--- config.mk ---
export PLATFORM = sky130hd
export DESIGN_NAME = ilc_type_match
export DESIGN_NICKNAME = d
export VERILOG_FILES = /design/src/rtl/ilc_pkg.sv /design/src/rtl/ilc_type_match.sv
export SDC_FILE = /design/constraint.sdc
export NUM_CORES = 1
export LEC_CHECK = 0
export BUFFER_PORTS_ARGS = -buffer_cell sky130_fd_sc_hd__buf_4
export CAP_MARGIN = 20
export CORE_AREA = 3 3 40 42
export DETAILED_ROUTE_END_ITERATION = 7
export DIE_AREA = 0 0 43 45
export SYNTH_ARGS = -nofsm -noshare
export SYNTH_HDL_FRONTEND = slang
export SYNTH_SLANG_ARGS = --single-unit
--- constraint.sdc ---
create_clock -name vclk -period 2.15
set_input_delay 0.215 -clock vclk [all_inputs]
set_output_delay 0.215 -clock vclk [all_outputs]
set_load 0.1 [all_outputs]
--- src/rtl/ilc_pkg.sv ---
package ilc_pkg;
  localparam int unsigned ILEN      = 32;
  localparam int unsigned REG_W     = 5;
  localparam int unsigned NUM_TYPES = 4;

  localparam int unsigned T_NOP = 0;
  localparam int unsigned T_RR  = 1;
  localparam int unsigned T_RI  = 2;
  localparam int unsigned T_LD  = 3;

  localparam logic [6:0] OPC_RR = 7'b0110011;
  localparam logic [6:0] OPC_RI = 7'b0010011;
  localparam logic [6:0] OPC_LD = 7'b0000011;
  localparam logic [6:0] F7_ALT = 7'b0100000;

  typedef struct packed {
    logic [6:0]       opc;
    logic [REG_W-1:0] rd;
    logic [REG_W-1:0] rs1;
    logic [REG_W-1:0] rs2;
    logic [2:0]       f3;
    logic [6:0]       f7;
  } fields_t;
endpackage

--- src/rtl/ilc_type_match.sv ---
module ilc_type_match
  import ilc_pkg::*;
(
  input  fields_t                fields_i,
  input  logic                   rr_regs_ok_i,
  input  logic                   ri_regs_ok_i,
  input  logic                   ld_regs_ok_i,
  output logic [NUM_TYPES-1:0]   type_ok_o
);
  logic fmt_rr, fmt_ri, fmt_ld;
  logic f3_logic, f3_zero;
  logic m_add, m_sub, m_log, m_addi, m_logi, m_ld, m_nop;

  // format rule: opcode plus register-half constraint
  assign fmt_rr = (fields_i.opc == OPC_RR) & rr_regs_ok_i;
  assign fmt_ri = (fields_i.opc == OPC_RI) & ri_regs_ok_i;
  assign fmt_ld = (fields_i.opc == OPC_LD) & ld_regs_ok_i;

  assign f3_zero  = fields_i.f3 == 3'b000;
  assign f3_logic = (fields_i.f3 == 3'b100) | (fields_i.f3 == 3'b110) |
                    (fields_i.f3 == 3'b111);

  assign m_add  = fmt_rr & f3_zero  & (fields_i.f7 == 7'd0);
  assign m_sub  = fmt_rr & f3_zero  & (fields_i.f7 == F7_ALT);
  assign m_log  = fmt_rr & f3_logic & (fields_i.f7 == 7'd0);
  assign m_addi = fmt_ri & f3_zero;
  assign m_logi = fmt_ri & f3_logic;
  assign m_ld   = fmt_ld & ((fields_i.f3 == 3'b000) | (fields_i.f3 == 3'b001) |
                            (fields_i.f3 == 3'b010));

  // no-op class: field equalities only, no format term
  assign m_nop = (fields_i.opc == OPC_RI) & (fields_i.rd == '0) & f3_zero &
                 (fields_i.rs1 == '0) & (fields_i.rs2 == '0) & (fields_i.f7 == '0);

  assign type_ok_o[T_NOP] = m_nop;
  assign type_ok_o[T_RR]  = m_add | m_sub | m_log;
  assign type_ok_o[T_RI]  = m_addi | m_logi;
  assign type_ok_o[T_LD]  = m_ld;
endmodule

==> flow_metrics.env, run 1 <==
export IMPL_drt_pass1_iter_count=1
export IMPL_first_iter_violations=0
export IMPL_cp_depth=5
export IMPL_drive_gt1_share_pct=69.4
export IMPL_grt_max_degree=5
export IMPL_grt_ovfl_total=0
export IMPL_cpMaxStageDelayCell="or4b_4"
export IMPL_wl_um=813
export IMPL_tightestPinTransition_ns=0.349
export IMPL_clkPwrFrac_pct=0
export IMPL_end_kind="output pin"
export IMPL_max_stage_delay_ns=0.50
export IMPL_track_usage_pct=8.71
export IMPL_rows=13
export IMPL_hold_ws_ns=0.816
export IMPL_design_seq_count=0
export IMPL_multi_input_area_um2=186
export IMPL_powerDensity_nw_per_um2=131
export IMPL_grt_pass1_vias=351
export IMPL_netlist_top_cells_area="nor4_1 17%, a2111oi_4 15%, a2111oi_2 8.1%"
export IMPL_dp_hpwl_um=768
export IMPL_synth_top_cell_by_area="nor4_1"
export IMPL_finalCritPeriodShare_pct=83.5
export IMPL_syn_nets=60
export IMPL_cp_start_kind="input port"
export IMPL_p_switching_w=0.0000203
export IMPL_critical_path_top_delay_family="simple AND/OR/NAND/NOR gates"
export IMPL_max_freq_mhz=557
export IMPL_final_cell_area_um2=498
export IMPL_place_congestion=0.621
export IMPL_vias=355
export IMPL_rsz0062_at_grt="false"
export IMPL_grt_pass1_wl_mm=1.39
export IMPL_ys_warn_count=0
export IMPL_area_delta_synth_final_pct=167
export IMPL_yosys_area_top_type_share_pct=16.8
export IMPL_die_area_um2=1940
export IMPL_cp_buffers_inverters=2
export IMPL_ant_nets=0
export IMPL_relSlewSlack_pct=76.5
export IMPL_fill_cells=157
export IMPL_vias_per_cell=4.61
export IMPL_min_from="fields_i[5]"
export IMPL_initial_core_util_pct=14.5
export IMPL_hold_violations=0
export IMPL_nNetsFinal=99
export IMPL_worstHoldPathType="input port to output pin"
export IMPL_final_max_slew_viol_count=0
export IMPL_cp_required_ns=1.93
export IMPL_ys_seq_area_share_pct=0
export IMPL_core_area_um2=1280
export IMPL_netlist_area_um2=186
export IMPL_outcome="finished, final reports clean"
export IMPL_seqCellArea_um2=0
export IMPL_cap_violations=0
export IMPL_cts_setup_buffers=0
export IMPL_antennaDiodeCount=0
export IMPL_grt_antenna_before_repair=0
export IMPL_p_seq_share_pct=0
export IMPL_final_cells=77
export IMPL_setup_worst_path_class="input port to output pin"
export IMPL_whs_endpoint="type_ok_o[1]"
export IMPL_cp_common_cell="buf_4"
export IMPL_synth_distinct_cells=16
export IMPL_clockBufferCount=0
export IMPL_io_pins=39
export IMPL_internal_power_w=0.0000451
export IMPL_die_width_um=43
export IMPL_ctsHoldBuffers=0
export IMPL_final_util_pct=38.8
export IMPL_die_y_um=45
export IMPL_critPathMaxFanout=3
export IMPL_total_power_w=0.0000654
export IMPL_place_inst=77
export IMPL_synthCells=25
export IMPL_p_sw_share_pct=31.0
export IMPL_worstHoldPathCells=3
export IMPL_postCtsResizedCells=0
export IMPL_path_cells="buf_4 -> nor2_1 -> or4b_4 -> a2111oi_4 -> buf_4"
export IMPL_finalSetupViolations=0
export IMPL_drc=0
export IMPL_placed_area_um2=498
export IMPL_ir_drop_v=0.0000413
export IMPL_wl_per_cell_um=10.6
export IMPL_power_leakage_nw=0.214
export IMPL_portBuffers=39
export IMPL_worstPathArrival_ns=1.58
export IMPL_syn_avg_cell_area_um2=7.46
export IMPL_fin_crit_ns=1.80
export IMPL_p_comb_share_pct=100.0
==> cells in the mapped netlist, drive strengths merged <==
cell / n
nor3: 1
buf: 2
and2: 1
or4b: 1
nand2b: 1
nor2: 4
o2111ai: 1
nor4b: 1
nand3: 1
a2111oi: 2
nand2: 2
or4: 1
nor4: 5
o211ai: 1
nand4: 1
==> worst max path at each step <==
stage,start,to,slack [ns]
6_report,fields_i[31],type_ok_o[3],0.35
5_1_grt,fields_i[31],type_ok_o[0],0.30
4_1_cts,fields_i[31],type_ok_o[3],0.36
3_5_place_dp,fields_i[31],type_ok_o[1],0.37
3_3_place_gp,fields_i[31],type_ok_o[3],0.36
2_1_floorplan,fields_i[31],type_ok_o[1],-0.05
==> metrics by stage <==
step | worst slack [ns] | TNS [ns]
after floorplan | -0.0543 | -0.0543
after detailed placement | 0.366 | 0
final | 0.354 | 0
after CTS | 0.355 | 0
after global routing | 0.297 | 0
after global placement | 0.359 | 0
==> per-layer routing <==
layer | wire [µm] | GRT usage [%] | vias up
li1 | - | - | 180
met1 | 335 | 11.7 | 143
met2 | 298 | 14.4 | 32
met3 | 178 | 3.19 | 0
met4 | 0 | 0 | 0
met5 | 0 | 0 | -
==> power groups by stage <==
stage	Clock, W	Sequential [W]	Combinational, W
CTS	0	0	0.0000662
floorplan	0	0	0.0000104
finish	0	0	0.0000654
detailed placement	0	0	0.0000660
global placement	0	0	0.0000650
global route	0	0	0.0000720
==> kinds of logic after synthesis <==
logic type      Yosys count  synth area share (%)
compound gates            4                  31.5
buf+inv                   2                  8.05
simple gates             19                  60.4
==> cells in the final DEF (no fill, tap or decap), drive strengths merged <==
cell     synthesis  routed
a2111oi          2       2
o2111ai          1       1
buf              2      39
o211ai           1       1
nor2             4       4
nand4            1       1
nor3             1       1
nand2            2       2
nor4             5       5
nand2b           1       1
nand3            1       1
or4              1       1
or4b             1       1
nor4b            1       1
and2             1       1
==> tightest hold or removal path: cells and delay by family <==
family / cells / cell delay (ns)
compound gates: 1 / 0.06
buf+inv: 2 / 0.33
==> layout make-up <==
class              instances  share of cell area, %
multi-input cells         23                   37.4
well taps                 15                   3.77
repair buffers            39                   58.8
No activity file was read; power rests on OpenSTA's default activity.
==> run 2, diff against run 1 <==
==> constraint.sdc (replaced) <==
create_clock -name vclk -period 1.85
set_input_delay 0.185 -clock vclk [all_inputs]
set_output_delay 0.185 -clock vclk [all_outputs]
set_load 0.1 [all_outputs]
==> flow_metrics.env, run 2 (synthesis results as in run 1) <==
export IMPL_outcome="finished, final reports clean"
export IMPL_multi_input_area_um2=186
export IMPL_critPathMaxFanout=3
export IMPL_area_delta_synth_final_pct=167
export IMPL_antennaDiodeCount=0
export IMPL_seqCellArea_um2=0
export IMPL_ir_drop_v=0.0000479
export IMPL_worstHoldPathType="input port to output pin"
export IMPL_cpMaxStageDelayCell="or4b_4"
export IMPL_powerDensity_nw_per_um2=153
export IMPL_design_seq_count=0
export IMPL_fill_cells=153
export IMPL_grt_pass1_wl_mm=1.31
export IMPL_final_common_cell="buf_4"
export IMPL_place_congestion=0.621
export IMPL_cts_setup_buffers=0
export IMPL_cp_start_kind="input port"
export IMPL_mostFrequentLayoutCells="39 x buf_4, 5 x nor4_1, 3 x nor2_1"
export IMPL_io_pins=39
export IMPL_first_iter_violations=0
export IMPL_max_stage_delay_ns=0.50
export IMPL_pre_cts_slack_ns=0.115
export IMPL_die_width_um=43
export IMPL_dp_hpwl_um=768
export IMPL_end_kind="output pin"
export IMPL_total_power_w=0.0000760
export IMPL_clockBufferCount=0
export IMPL_die_y_um=45
export IMPL_wl_per_cell_um=10.6
export IMPL_timing_final_ws_setup_ns=0.105
export IMPL_tightestPinTransition_ns=0.365
export IMPL_setup_worst_path_class="input port to output pin"
export IMPL_ant_nets=0
export IMPL_finalSetupViolations=0
export IMPL_max_freq_mhz=573
export IMPL_relSlewSlack_pct=75.4
export IMPL_tns_ns=0
export IMPL_final_max_slew_viol_count=0
export IMPL_hold_violations=0
export IMPL_grt_ovfl_total=0
export IMPL_fin_crit_ns=1.74
export IMPL_drive_gt1_share_pct=69.4
export IMPL_rows=13
export IMPL_die_area_um2=1940
export IMPL_cp_common_cell="buf_4"
export IMPL_wl_um=814
export IMPL_postCtsResizedCells=0
export IMPL_grt_antenna_before_repair=0
export IMPL_drt_pass1_iter_count=1
export IMPL_drc=0
export IMPL_worstPathArrival_ns=1.56
export IMPL_grt_max_degree=5
export IMPL_portBuffers=39
export IMPL_final_util_pct=38.8
export IMPL_vias_per_cell=4.56
export IMPL_path_cells="buf_4 -> nor2_1 -> or4b_4 -> a2111oi_4 -> buf_4"
export IMPL_nNetsFinal=99
export IMPL_core_area_um2=1280
export IMPL_cap_violations=0
export IMPL_vias=351
export IMPL_finalCritPeriodShare_pct=94.3
export IMPL_cp_required_ns=1.66
export IMPL_initial_core_util_pct=14.5
export IMPL_rsz0062_at_grt="false"
export IMPL_power_leakage_nw=0.214
export IMPL_ctsHoldBuffers=0
export IMPL_track_usage_pct=8.13
export IMPL_grt_pass1_vias=331
## run 2: worst max-delay path: cells and delay by family
family | cells | cell delay [ns]
AO/OA/AOI/OAI | 1 | 0.34
buffers and inverters | 2 | 0.45
AND/OR/NAND/NOR | 2 | 0.58
## run 2: path summary, 6_finish.rpt
kind                     start            to  slack, ns  cells after the start
hold / removal     fields_i[9]  type_ok_o[3]       0.76                      3
setup / recovery  fields_i[31]  type_ok_o[3]       0.11                      5
## run 2: per-layer routing
metal / vias to the layer above / global-route usage (%) / wire, µm
li1: 180 / - / -
met1: 139 / 11.7 / 359
met2: 32 / 13.5 / 301
met3: 0 / 1.59 / 154
met4: 0 / 0 / 0
met5: - / 0 / 0
## run 2: cell type report
cell class | count | share of cell area, %
well taps | 15 | 3.77
repair buffers | 39 | 58.8
multi-input cells | 23 | 37.4
## run 2: report_power, final
part,switching (W),leakage (nW),internal (W)
Combinational,0.0000235,0.214,0.0000524
Clock,0,0,0
Sequential,0,0,0
## run 2: per-stage QoR
stage	hold WS [ns]	instance area, µm²	std cells
global route	0.766	498	77
detailed placement	0.758	498	77
global placement	0.755	498	77
floorplan	0.579	201	25
CTS	0.760	498	77
finish	0.757	498	77
